### config.mk
export PLATFORM = sky130hd
export DESIGN_NAME = alu16_flagged
export DESIGN_NICKNAME = d
export VERILOG_FILES = /design/src/rtl/alu16_pkg.sv /design/src/rtl/alu16_shifter.sv /design/src/rtl/alu16_flags.sv /design/src/rtl/alu16_flagged.sv
export SDC_FILE = /design/constraint.sdc
export NUM_CORES = 1
export LEC_CHECK = 0
export BUFFER_PORTS_ARGS = -buffer_cell sky130_fd_sc_hd__buf_2
export CAP_MARGIN = 25
export CORE_ASPECT_RATIO = 1.5
export CORE_UTILIZATION = 51
export CTS_BUF_LIST = sky130_fd_sc_hd__clkbuf_4
export DETAILED_ROUTE_END_ITERATION = 8
export HOLD_SLACK_MARGIN = 0.12
export PLACE_DENSITY = 0.71
export SLEW_MARGIN = 25
export SYNTH_ARGS = -nofsm -noshare
export SYNTH_HDL_FRONTEND = slang
export SYNTH_SLANG_ARGS = --single-unit
### constraint.sdc
create_clock -name clk -period 13.1 [get_ports clk]
set_clock_uncertainty 0.1 [all_clocks]
set_input_delay 2.62 -clock clk [delete_from_list [all_inputs] [get_ports clk]]
set_output_delay 2.62 -clock clk [all_outputs]
set_load 0.01 [all_outputs]
### src/rtl/alu16_pkg.sv
package alu16_pkg;
  typedef enum logic [2:0] {
    OP_IDLE = 3'd0,
    OP_ADD  = 3'd1,
    OP_SUB  = 3'd2,
    OP_MUL  = 3'd3,
    OP_NAND = 3'd4,
    OP_SHL  = 3'd5,
    OP_SHR  = 3'd6,
    OP_PROBE = 3'd7
  } alu_op_e;
endpackage

### src/rtl/alu16_shifter.sv
module alu16_shifter #(
  parameter int W  = 16,
  parameter int SW = 4
) (
  input  logic [W-1:0]  din,
  input  logic [SW-1:0] amt,
  input  logic          dir_right,
  output logic [W-1:0]  dout
);
  localparam int STAGES = SW;
  logic [W-1:0] stage [STAGES+1];

  assign stage[0] = din;
  for (genvar s = 0; s < STAGES; s++) begin : g_stage
    localparam int D = 1 << s;
    always_comb begin
      if (!amt[s])
        stage[s+1] = stage[s];
      else if (dir_right)
        stage[s+1] = stage[s] >> D;
      else
        stage[s+1] = stage[s] << D;
    end
  end
  assign dout = stage[STAGES];

  always_comb begin
    if (amt == '0)
      AST_SHIFT_ZERO_PASS: assert (dout == din);
  end
endmodule

### src/rtl/alu16_flags.sv
module alu16_flags #(
  parameter int W = 16
) (
  input  logic         clk,
  input  logic         rst,
  input  logic         upd,
  input  logic [W-1:0] probe_val,
  output logic         fz,
  output logic         fn
);
  always_ff @(posedge clk) begin
    if (rst) begin
      fz <= 1'b0;
      fn <= 1'b0;
    end else if (upd) begin
      fz <= (probe_val == '0);
      fn <= probe_val[W-1];
    end
  end

  AST_FLAGS_HOLD: assert property (@(posedge clk) disable iff (rst)
    !upd |=> ($stable(fz) && $stable(fn)));
  AST_FLAGS_LOAD: assert property (@(posedge clk) disable iff (rst)
    upd |=> (fn == $past(probe_val[W-1])));
  AST_FLAGS_RESET: assert property (@(posedge clk)
    rst |=> (!fz && !fn));
endmodule

### src/rtl/alu16_flagged.sv
module alu16_flagged #(
  parameter int W  = 16,
  parameter int SW = 4
) (
  input  logic         clk,
  input  logic         rst,
  input  logic [2:0]   mode,
  input  logic [W-1:0] opa,
  input  logic [W-1:0] opb,
  output logic [W-1:0] res,
  output logic [W-1:0] res_hi,
  output logic         flag_z,
  output logic         flag_n
);
  import alu16_pkg::*;
  localparam int PW = 2 * W;

  function automatic logic [PW-1:0] smul(input logic [W-1:0] a, input logic [W-1:0] b);
    logic signed [PW-1:0] ea, eb;
    ea = PW'(signed'(a));
    eb = PW'(signed'(b));
    return PW'(ea * eb);
  endfunction

  function automatic logic [W-1:0] nand_w(input logic [W-1:0] a, input logic [W-1:0] b);
    return ~(a & b);
  endfunction

  alu_op_e op;
  assign op = alu_op_e'(mode);

  logic [PW-1:0] prod;
  logic [W-1:0]  sh_out;
  logic          probe_evt;
  logic          mul_evt;

  assign prod      = smul(opa, opb);
  assign probe_evt = (op == OP_PROBE);
  assign mul_evt   = (op == OP_MUL);

  alu16_shifter #(.W(W), .SW(SW)) u_shift (
    .din(opa), .amt(opb[SW-1:0]), .dir_right(op == OP_SHR), .dout(sh_out)
  );

  alu16_flags #(.W(W)) u_flags (
    .clk(clk), .rst(rst), .upd(probe_evt), .probe_val(opa),
    .fz(flag_z), .fn(flag_n)
  );

  always_comb begin
    res    = '0;
    res_hi = '0;
    unique case (op)
      OP_ADD:  res = opa + opb;
      OP_SUB:  res = opa - opb;
      OP_MUL: begin
        res    = prod[W-1:0];
        res_hi = prod[PW-1:W];
      end
      OP_NAND: res = nand_w(opa, opb);
      OP_SHL, OP_SHR: res = sh_out;
      default: res = '0;
    endcase
  end

  always_comb begin
    if (!mul_evt)
      AST_HI_ONLY_MUL: assert (res_hi == '0);
    if (op == OP_IDLE)
      AST_IDLE_ZERO: assert (res == '0);
    if (probe_evt)
      AST_PROBE_RES_ZERO: assert (res == '0);
  end
endmodule

# Word-level counts from Yosys, hierarchy flattened
# Index checks and enable logic that the tools add are counted.
# classes
addsub	2
multipliers	1
n_div	0
magnitude_cmp	0
n_eq_ne	7
shifts	0
mux	10
n_bitwise	2
n_reduce_logical	2
# ops
operator	n
16-bit two-way mux	9
16-bit case mux with 5 select lines	1
16-bit by 16-bit multiplier with 32-bit output	1
16-bit adder	1
16-bit bitwise AND	1
16-bit zero test	1
16-bit inverter	1
16-bit subtractor	1
3-bit equality test, second input constant	4
3-bit by 2-bit equality test with 1-bit output, second input constant	2
3-bit by 1-bit equality test with 1-bit output, second input constant	1
2-bit OR reduction	1
# word_totals
reg_bits	2
latch_bits	0
ramBits	0
rom_bits	0
output_inout_bits	34
memories	0

# Logic depth before layout (Yosys ltp)
# Gate-level depths: netlist of run 1.
# depth
depth_word	10
mapped_depth	26
depth_no_buf	22

# Hierarchy
# From an unflattened synthesis of run 1, not the netlist that was laid out.
# unflattened
cells_unflattened	1582
area_unflattened_um2	13136.3
# by_module_without_submodules
module	instances	cells_per_inst	area_each_um2
alu16_flagged	1	1323	11378.4
alu16_shifter	1	247	1647.8
alu16_flags	1	12	110.1

# Worst setup path before layout of run 1
# No wires, ideal clock.
# synth_timing
path_kind	input -> output
startpoint	input opb[1]
endpoint	output res_hi[14]
arrival_time_ns	8.828
required_time_ns	10.380
path_slack_ns	1.552
path_stages	23
n_path_buf	4
path_cell_list	buf_1 -> clkbuf_1 -> clkbuf_1 -> clkbuf_1 -> nand2_1 -> inv_1 -> fa_1 -> fa_1 -> fa_1 -> fa_1 -> fa_1 -> inv_1 -> fa_1 -> inv_1 -> ha_1 -> a21o_1 -> a21o_1 -> a21o_1 -> a21o_1 -> a21oi_1 -> a21oi_1 -> or3_1 -> nand3_1
# synth_between
elab_chain_len	2
# synth_lines
element	line	text
start, declared	alu16_flagged.sv:9	input logic [W-1:0] opb,
16-bit by 16-bit multiplier with 32-bit output	alu16_flagged.sv:22	return PW'(ea * eb);
16-bit two-way mux	alu16_flagged.sv:53	unique case (op)
end, declared	alu16_flagged.sv:11	output logic [W-1:0] res_hi,
# Every way passes these cells.

# Worst setup path after layout of run 1
# layout_timing
startpoint	input opb[3]
endpoint	output res_hi[15]
# Same word-level chain as after synthesis.

==> impl_metrics.csv, run 1 <==
group,metric,value,unit
outcome,outcome,"finished, final reports clean",
logic_synthesis,number_of_flops_mapped_to_enable_cells_by_yosys,0,
min_path,hp-class,"flip-flop to flip-flop",
clocking,cts_clock_pin_slew_for_the_worst_setup_and_hold_paths,0.03,ns
setup_path,worstPathBufferInverterCount,4,
setup_path,crit_family,"adder cells",
route,viasPerCell,5.85,
sta,worst_slew_margin_rel,32.1,%
route,antenna_nets_post_route,0,
cells_and_area,drive_gt1_share,6.60,%
setup_path,startpoint_type,"input port",
grt,globalRouteOverflowTotal,0,
logic_synthesis,dominant_register_cell_in_the_synthesized_netlist,"sky130_fd_sc_hd__dfxtp_1",
grt,grt_start_max_net_pins,44,
logic_synthesis,synthesis.nets,1941,
clocking,cts.hold.buffers_added,0,
logic_synthesis,syn_area,12700,um^2
min_path,whs_path_depth,2,
min_path,hold_start,"u_flags.fz$_SDFFE_PP0N_",
floorplan,rows,70,
sta,rsz_0062_raised_after_global_routing,"no",
sta,fmax,86.6,MHz
placement,dp_hpwl,29500,um
setup_path,r2r-start,"u_flags.fn$_SDFFE_PP0N_",
clocking,ctsLongestPathBuffers,2,
setup_path,critical_path.most_common_cell,"sky130_fd_sc_hd__fa_1",
sta,finalMaxSlewViolations,0,
clocking,htreeDepth,1,
setup_path,critical_path.slowest_cell,"sky130_fd_sc_hd__fa_1",
logic_synthesis,synth_top_family_by_area,"adder cells",
setup_path,crit_path_max_fanout,32,
logic_synthesis,post_synth_inst_count,1542,
logic_synthesis,synth_compound_area_share,12.6,%
clocking,clk_latency,0.22,ns
logic_synthesis,synth-async-reset-ratio,0,%
sta,holdWs,0.383,ns
logic_synthesis,synth_area_leaders,"sky130_fd_sc_hd__fa_1, sky130_fd_sc_hd__ha_1, sky130_fd_sc_hd__inv_1",
logic_synthesis,yosysSeqAreaShare,0.316,%
sta,final_hold_viol_count,0,
cells_and_area,layout.core_utilization,53.8,%
floorplan,design.core.area,24300,um^2
cells_and_area,num-fill-cells,2344,
cells_and_area,final_nets,1931,
logic_synthesis,syn_avg_cell_area,8.21,um^2
route,routed_wl,37200,um
floorplan,floorplan.die_area,25500,um^2
sta,fin_crit,11.55,ns
setup_path,end_kind,"primary output",
logic_synthesis,synth-adder-area-share,51.4,%
grt,global_route.usage.total,30.9,%
placement,gp_routability_congestion,0.971,
logic_synthesis,number_of_different_library_cells_in_the_post_synthesis_netlist,73,
logic_synthesis,yosys.area_share.xor_xnor,3.67,%
clocking,tritoncts.num_buffers,3,
cells_and_area,finish.cell_count_without_fillers,1854,
placement,dp_cells,1851,
route,dr.pass1.iters,6,
sta,timing_worst_slew_pin_value,1.02,ns
setup_path,reg2reg_to,"u_flags.fn$_SDFFE_PP0N_",
clocking,cts_root_buf,"sky130_fd_sc_hd__clkbuf_4",
clocking,post_cts.resized_instances,0,
logic_synthesis,post_synth_mux_area_share,1.53,%
clocking,numClockSinks,2,
grt,grt_first_pass_wirelength,60000,um
logic_synthesis,ys_top_cells_by_count,"sky130_fd_sc_hd__inv_1, sky130_fd_sc_hd__fa_1, sky130_fd_sc_hd__nand2_1",
cells_and_area,antenna_cells_inserted,0,
setup_path,setup.worst_path.class,"input port to primary output",
setup_path,crit_path_cell_trace,"buf_2, and2_1, fa_1, fa_1, fa_1, fa_1, fa_1, inv_1, fa_1, inv_1, ha_1, a21o_1, a21oi_1, nand3b_1, o2111ai_1, a31oi_1, xnor2_1, nor2_1, buf_2",
setup_path,cpPeakStageDelay,0.89,ns
route,starting_drt_drc_count,845,
logic_synthesis,total_of_warnings_raised_by_yosys,0,
sta,min_period_over_period,88.1,%
floorplan,start_util,52.0,%
logic_synthesis,yosys.cell_count.top_type,"sky130_fd_sc_hd__inv_1",
logic_synthesis,yosys_register_bits,2,
setup_path,worstPathArrival,8.83,ns
setup_path,worst-r2r-cell-count,2,
cells_and_area,multiInputGateArea,11200,um^2
grt,antenna_found_initial,0,
clocking,tritoncts,"built",
grt,grt_pass1_vias,11300,
logic_synthesis,synth_top_cell_by_area,"sky130_fd_sc_hd__fa_1",
setup_path,cp_required,10.38,ns
min_path,timing.hold.worst_endpoint,"u_flags.fz$_SDFFE_PP0N_",
run,drv.max_cap_violation_count,0,
route,via_count,10800,
floorplan,floorplan.die.height,195,um
route,detail_route.wl_per_cell,20.0,um
route,detail_route.drc_violations,0,
floorplan,dieWidth,131,um
logic_synthesis,yosys.area_share.simple,18.9,%
logic_synthesis,yosys.area.top_type_share,41.6,%
placement,place.port_buffers,70,
floorplan,io-pin-count,71,
cells_and_area,ff_latch_area,40.0,um^2
clocking,postCtsSetupRepairBufs,0,
sta,final-setup-viol-count,0,
setup_path,r2r_slack,12.39,ns
sta,finalSetupTns,0,ns
cells_and_area,areaGrowthSynthToFinish,3.58,%
-- logic make-up after synthesis --
kind of cell    count (synthesis)
compound gates                236
xor+xnor                       53
fa+ha+maj                     362
buf+inv                       382
flops                           2
mux                            14
simple gates                  493
-- worst max path at each step --
stage / cells past startpoint / slack, ns / to / start
floorplan: 23 / 1.55 / res_hi[14] / opb[1]
global placement: 19 / 1.58 / res[8] / opb[3]
detailed placement: 19 / 1.58 / res_hi[15] / opb[3]
CTS: 19 / 1.55 / res_hi[15] / opb[3]
global route: 20 / 1.37 / res_hi[15] / opa[15]
finish: 19 / 1.55 / res_hi[15] / opb[3]
-- metrics by stage --
step	setup WS, ns	instance area [um^2]
floorplan	1.55	12700
global placement	1.58	13100
detailed placement	1.58	13100
CTS	1.55	13100
global route	1.37	13100
finish	1.55	13100
-- worst register-to-register path, delay by kind of cell (launching register included) --
family / cells / cell delay [ns]
multiplexers: 1 / 0.15
AND/OR/NAND/NOR: 1 / 0.05
flip-flops: 1 / 0.31
-- metal layers --
metal / track usage [%] / up-vias / wire [um]
li1: - / 4848 / -
met1: 36.1 / 5394 / 13400
met2: 55.2 / 464 / 19400
met3: 2.50 / 134 / 2080
met4: 16.6 / 0 / 2310
met5: 0 / - / 0
-- cells in the final DEF (no fill, tap or decap), types with 6 or more instances in the layout --
cell	instances
sky130_fd_sc_hd__buf_4	7
sky130_fd_sc_hd__nor4_1	6
sky130_fd_sc_hd__a221oi_1	7
sky130_fd_sc_hd__a21o_1	17
sky130_fd_sc_hd__mux2i_1	7
sky130_fd_sc_hd__buf_2	70
sky130_fd_sc_hd__o21a_1	13
sky130_fd_sc_hd__fa_1	263
sky130_fd_sc_hd__nand2b_1	11
sky130_fd_sc_hd__a211oi_1	12
sky130_fd_sc_hd__nand2_1	186
sky130_fd_sc_hd__xor2_1	17
sky130_fd_sc_hd__a31oi_1	20
sky130_fd_sc_hd__ha_1	99
sky130_fd_sc_hd__o22ai_1	8
sky130_fd_sc_hd__nor3_1	19
sky130_fd_sc_hd__nand3_1	15
sky130_fd_sc_hd__o21ai_0	36
sky130_fd_sc_hd__nor2_1	89
sky130_fd_sc_hd__a21oi_1	57
sky130_fd_sc_hd__xnor2_1	36
sky130_fd_sc_hd__nor2b_1	11
sky130_fd_sc_hd__a311oi_1	10
sky130_fd_sc_hd__and2_1	123
sky130_fd_sc_hd__inv_1	288
-- sequential cells by signal, summed over array words and instances (netlist names) --
signal and flops:
u_flags.fn 1, u_flags.fz 1
-- area by class of cell --
type | instances | area share [%]
multi-input cells | 1158 | 85.1
inverters | 290 | 8.30
well taps | 324 | 3.09
repair buffers | 77 | 3.07
flip-flops and latches | 2 | 0.305
clock buffers | 3 | 0.172
Power of run 1 is not shown: default switching activity piles up to over one toggle a cycle in this logic, so the estimate is an artifact.
==> run 2, diff against run 1 <==
PLACE_DENSITY = 0.73   (was 0.71)
clock period = 9.3 ns   (was 13.1 ns; I/O delays follow)
==> run 2 against run 1 <==
Net effect: via count increased by 8.0%; setup slack worse by 1.5 ns; non-clock buffer count is 169 higher; core utilization grew 9.1 points; cell area increased by 17%; flip-flop and latch count unchanged; clock-buffer cell count is the same; hold slack better by 0.014 ns; wire length is 9.1% higher; critical endpoint is now res_hi[7].
==> impl_metrics.csv, run 2 (synthesis results as in run 1) <==
group,metric,value,unit
outcome,outcome,"finished, final reports clean",
cells_and_area,drive_gt1_share,21.8,%
clocking,cts.hold.buffers_added,0,
clocking,tritoncts.num_buffers,3,
cells_and_area,layout_common_cells,"sky130_fd_sc_hd__inv_1, sky130_fd_sc_hd__fa_1, sky130_fd_sc_hd__nand2_1, sky130_fd_sc_hd__buf_4, sky130_fd_sc_hd__and2_1",
floorplan,start_util,52.0,%
route,viasPerCell,5.79,
cells_and_area,final_nets,2100,
setup_path,crit_path_max_fanout,7,
route,detail_route.wl_per_cell,20.0,um
grt,global_route.usage.total,33.1,%
setup_path,end_kind,"primary output",
sta,rsz_0062_raised_after_global_routing,"yes",
route,detail_route.drc_violations,0,
setup_path,worst-r2r-cell-count,2,
cells_and_area,layout_commonest_cell,"sky130_fd_sc_hd__inv_1",
grt,globalRouteOverflowTotal,0,
floorplan,dieWidth,131,um
grt,grt_first_pass_wirelength,64100,um
cells_and_area,areaGrowthSynthToFinish,21.0,%
floorplan,rows,70,
setup_path,cp_required,7.34,ns
setup_path,startpoint_type,"input port",
grt,antenna_found_initial,0,
cells_and_area,finalInstanceArea,15300,um^2
route,antenna_nets_post_route,0,
setup_path,setup.worst_path.class,"input port to primary output",
placement,dp_hpwl,33700,um
floorplan,io-pin-count,71,
placement,placement.cell_area,14300,um^2
grt,grt_start_max_net_pins,39,
clocking,cts_clock_pin_slew_for_the_worst_setup_and_hold_paths,0.03,ns
sta,fmax,108,MHz
clocking,ctsLongestPathBuffers,2,
floorplan,floorplan.die.height,195,um
placement,place.port_buffers,70,
route,starting_drt_drc_count,819,
sta,worst_slew_margin_rel,36.1,%
run,drv.max_cap_violation_count,0,
placement,gp_routability_congestion,1.02,
setup_path,worstPathArrival,7.29,ns
floorplan,floorplan.die_area,25500,um^2
grt,grt_pass1_vias,12600,
min_path,whs_path_depth,2,
cells_and_area,antenna_cells_inserted,0,
route,routed_wl,40500,um
clocking,htreeDepth,1,
sta,finalMaxSlewViolations,0,
clocking,tritoncts,"built",
cells_and_area,reg_top3,"u_flags.fn: 1 flops, u_flags.fz: 1 flops",
clocking,numClockSinks,2,
placement,dpl_worst_slack,-0.245,ns
sta,final-setup-viol-count,0,
clocking,clk_latency,0.23,ns
clocking,cts_root_buf,"sky130_fd_sc_hd__clkbuf_4",
route,dr.pass1.iters,6,
sta,final_hold_viol_count,0,
sta,timing_worst_slew_pin_value,0.956,ns
floorplan,design.core.area,24300,um^2
sta,finalWorstSetupSlack,0.0502,ns
sta,fin_crit,9.25,ns
route,via_count,11700,
sta,min_period_over_period,99.5,%
min_path,hp-class,"flip-flop to flip-flop",
==> run 2: cell types whose count changed in the layout (fill, tap and decap cells not counted), moves of 10 or more <==
cell,delta
sky130_fd_sc_hd__inv_2,+15
sky130_fd_sc_hd__buf_4,+148
sky130_fd_sc_hd__buf_12,+13
sky130_fd_sc_hd__a21oi_2,+10
sky130_fd_sc_hd__ha_4,+11
sky130_fd_sc_hd__and2_4,+16
sky130_fd_sc_hd__inv_1,-16
sky130_fd_sc_hd__and2_1,-16
sky130_fd_sc_hd__buf_6,+25
sky130_fd_sc_hd__a21oi_1,-12
sky130_fd_sc_hd__buf_2,-28
sky130_fd_sc_hd__ha_1,-12
==> run 2: worst max-delay path: stages <==
cell and delay [ns]:
sky130_fd_sc_hd__buf_6 0.13, sky130_fd_sc_hd__and2_1 0.18, sky130_fd_sc_hd__fa_1 0.52, sky130_fd_sc_hd__inv_2 0.04
sky130_fd_sc_hd__fa_1 0.60, sky130_fd_sc_hd__inv_2 0.05, sky130_fd_sc_hd__fa_1 0.49, sky130_fd_sc_hd__inv_2 0.05
sky130_fd_sc_hd__fa_2 0.56, sky130_fd_sc_hd__fa_1 0.43, sky130_fd_sc_hd__fa_1 0.53, sky130_fd_sc_hd__inv_2 0.05
sky130_fd_sc_hd__ha_4 0.15, sky130_fd_sc_hd__buf_6 0.12, sky130_fd_sc_hd__a2111oi_4 0.29, sky130_fd_sc_hd__o21a_2 0.26
sky130_fd_sc_hd__a211oi_4 0.11, sky130_fd_sc_hd__o21a_1 0.22, sky130_fd_sc_hd__o21a_1 0.19, sky130_fd_sc_hd__o21a_1 0.17
sky130_fd_sc_hd__nor3_2 0.12, sky130_fd_sc_hd__buf_2 0.16
==> run 2: what timing repair did <==
| action | CTS | global route |
|---|---|---|
| cloned | 0 | 3 |
| endpoints found under the setup margin | 15 | 18 |
| gates resized for setup | 62 | 134 |
| buffers inserted | 7 | 20 |
| pin swaps | 36 | 66 |
==> run 2: metal layers <==
metal | GRT usage [%] | part of all wire, % | vias to the layer above
met5 | 0 | 0 | -
met4 | 22.8 | 9.3 | 0
met3 | 4.38 | 5.8 | 212
met2 | 59.4 | 52 | 500
met1 | 34.9 | 33 | 5820
li1 | - | - | 5178
==> run 2: area by class of cell <==
type | instances | area, um^2
timing repair buffer | 246 | 2100
clock buffer | 3 | 22.5
inverter | 290 | 1090
fill | 2090 | 9030
multi-input combinational | 1158 | 11700
tap | 324 | 405
sequential | 2 | 40.0
==> run 2: worst paths after layout <==
| path | startpoint | end | slack (ns) |
|---|---|---|---|
| max | opa[12] | res_hi[7] | 0.05 |
| min | u_flags.fn$_SDFFE_PP0N_ | u_flags.fn$_SDFFE_PP0N_ | 0.40 |
| max reg2reg | u_flags.fz$_SDFFE_PP0N_ | u_flags.fz$_SDFFE_PP0N_ | 8.60 |
| min reg2reg | u_flags.fn$_SDFFE_PP0N_ | u_flags.fn$_SDFFE_PP0N_ | 0.40 |
==> run 2: stage by stage <==
| step | utilization [%] | hold WS [ns] | setup TNS (ns) | std cells |
|---|---|---|---|---|
| floorplan | - | 0.424 | -0.0426 | 1542 |
| global placement | 58.7 | 0.374 | -1.21 | 1992 |
| detailed placement | 58.7 | 0.393 | -1.63 | 1992 |
| CTS | 59.9 | 0.401 | 0 | 2000 |
| global route | 62.9 | 0.432 | -0.582 | 2023 |
| finish | 62.9 | 0.397 | 0 | 2023 |
Power of run 2 is left out for the same reason.
==> run 3, diff against run 2 <==
RECOVER_POWER = 25   (was unset)
==> run 3 against run 2 <==
Net effect: sequential share of layout area barely moved; clock-buffer cell count unchanged; global-route usage unchanged; die area is the same; critical path depth did not move; register-to-register slack is essentially flat; cell area about the same; largest cell class unchanged; highest routed layer unchanged.
==> impl_metrics.csv, run 3 (synthesis results as in run 1) <==
group,metric,value,unit
route,starting_drt_drc_count,857,
route,viasPerCell,5.80,
grt,globalRouteMet3Util,4.38,%
setup_path,crit_family,"adder cells",
route,detail_route.drc_violations,0,
grt,grt_start_max_net_pins,39,
floorplan,floorplan.die.height,195,um
floorplan,floorplan.die_area,25500,um^2
floorplan,rows,70,
clocking,cts_root_buf,"sky130_fd_sc_hd__clkbuf_4",
sta,min_period_over_period,99.4,%
clocking,numClockSinks,2,
cells_and_area,multiInputGateArea,11700,um^2
floorplan,dieWidth,131,um
grt,grt_pass1_vias,12600,
grt,global_route.usage.total,33.1,%
route,detail_route.wl_per_cell,20.1,um
floorplan,design.core.area,24300,um^2
run,drv.max_cap_violation_count,0,
route,dr.pass1.iters,6,
setup_path,r2r-start,"u_flags.fz$_SDFFE_PP0N_",
clocking,tritoncts,"built",
grt,antenna_found_initial,0,
clocking,tritoncts.num_buffers,3,
cells_and_area,drive_gt1_share,21.5,%
floorplan,io-pin-count,71,
cells_and_area,areaGrowthSynthToFinish,21.0,%
sta,final_hold_viol_count,0,
outcome,outcome,"finished, final reports clean",
route,antenna_nets_post_route,0,
placement,place.port_buffers,70,
clocking,ctsLongestPathBuffers,2,
grt,globalRouteOverflowTotal,0,
setup_path,worstPathArrival,7.29,ns
cells_and_area,layout.core_utilization,62.9,%
grt,grt_first_pass_wirelength,64100,um
sta,finalMaxSlewViolations,0,
placement,gp_routability_congestion,1.02,
setup_path,cpPeakStageDelay,0.60,ns
setup_path,crit_path_max_fanout,7,
clocking,clk_latency,0.23,ns
sta,final-setup-viol-count,0,
setup_path,crit_path_cell_trace,"buf_6, and2_1, fa_1, inv_2, fa_1, inv_2, fa_1, inv_2, fa_2, fa_1, fa_1, inv_2, ha_4, buf_6, a2111oi_4, o21a_2, a211oi_4, o21a_1, o21a_1, o21a_1, nor3_2, buf_2",
setup_path,worst-r2r-cell-count,2,
grt,grt_most_used_layer,"met2",
setup_path,setup.worst_path.class,"input port to primary output",
cells_and_area,final_nets,2100,
min_path,hold_start,"u_flags.fn$_SDFFE_PP0N_",
route,routed_wl,40600,um
setup_path,end_kind,"primary output",
sta,rsz_0062_raised_after_global_routing,"yes",
cells_and_area,ff_latch_area,40.0,um^2
clocking,htreeDepth,1,
setup_path,critical_path_cell_count,22,
setup_path,r2r_slack,8.60,ns
setup_path,critical_path.most_common_cell,"sky130_fd_sc_hd__fa_1",
floorplan,start_util,52.0,%
cells_and_area,antenna_cells_inserted,0,
route,via_count,11700,
setup_path,startpoint_type,"input port",
min_path,whs_path_depth,2,
grt,groute.layer.met1.usage,34.9,%
min_path,hp-class,"flip-flop to flip-flop",
setup_path,worstPathBufferInverterCount,7,
cells_and_area,layout_commonest_cell,"sky130_fd_sc_hd__inv_1",
grt,global_route.usage.met2,59.4,%
sta,timing_worst_slew_pin_value,0.954,ns
clocking,cts_clock_pin_slew_for_the_worst_setup_and_hold_paths,0.03,ns
setup_path,reg2reg_to,"u_flags.fz$_SDFFE_PP0N_",
min_path,timing.hold.worst_endpoint,"u_flags.fn$_SDFFE_PP0N_",
placement,dp_hpwl,33700,um
sta,fmax,108,MHz
setup_path,critical_path.slowest_cell,"sky130_fd_sc_hd__fa_1",
cells_and_area,num-fill-cells,2096,
cells_and_area,layout_common_cells,"sky130_fd_sc_hd__inv_1, sky130_fd_sc_hd__fa_1, sky130_fd_sc_hd__nand2_1, sky130_fd_sc_hd__buf_4, sky130_fd_sc_hd__and2_1",
sta,fin_crit,9.25,ns
sta,worst_slew_margin_rel,36.2,%
cells_and_area,reg_top3,"u_flags.fn: 1 flops, u_flags.fz: 1 flops",
setup_path,cp_required,7.34,ns
==> run 3: changes by cell type in the layout (fill, tap and decap cells not counted), sizes merged <==
cell / change
buf: -4
clkbuf: +4
==> run 3: worst min-delay path, cell delays in order (launching register included) <==
cell and delay [ns]:
sky130_fd_sc_hd__dfxtp_1 0.32, sky130_fd_sc_hd__mux2i_1 0.07, sky130_fd_sc_hd__nor2_1 0.08
==> run 3: layout make-up <==
type	count	share of cell area, %
flip-flops and latches	2	0.262
repair buffers	246	13.7
inverters	290	7.13
clock buffers	3	0.147
well taps	324	2.65
multi-input cells	1158	76.1
==> run 3: routing by layer <==
layer | share of wire (%) | up-vias
li1 | - | 5178
met1 | 33 | 5847
met2 | 53 | 512
met3 | 5.6 | 203
met4 | 8.9 | 0
met5 | 0 | -
==> run 3: worst max-delay path by stage <==
stage / from / endpoint / slack, ns
3_3_place_gp: opb[1] / res_hi[14] / -0.21
3_5_place_dp: opb[1] / res_hi[14] / -0.25
4_1_cts: opa[1] / res_hi[7] / 0.00007
5_1_grt: opa[5] / res_hi[15] / -0.12
2_1_floorplan: opb[1] / res_hi[14] / -0.03
6_report: opa[12] / res_hi[7] / 0.05
==> run 3: metrics by stage <==
stage	hold WS, ns	worst slack [ns]	instance area (um^2)	std cells	TNS, ns
after floorplan	0.424	-0.0291	12800	1542	-0.0426
after global placement	0.374	-0.206	14300	1992	-1.21
after detailed placement	0.393	-0.245	14300	1992	-1.63
after CTS	0.401	0.0000662	14600	2000	0
after global routing	0.447	-0.120	15300	2023	-0.582
final	0.404	0.0526	15300	2023	0
==> run 3: timing repair <==
item | in CTS | in global routing
hold buffers | 0 | 0
cloned | 0 | 3
endpoints found under the setup margin | 15 | 18
hold endpoints to repair | 0 | 0
setup buffers | 7 | 20
pin swaps | 36 | 66
resized for setup | 62 | 134
Power of run 3 is left out for the same reason.
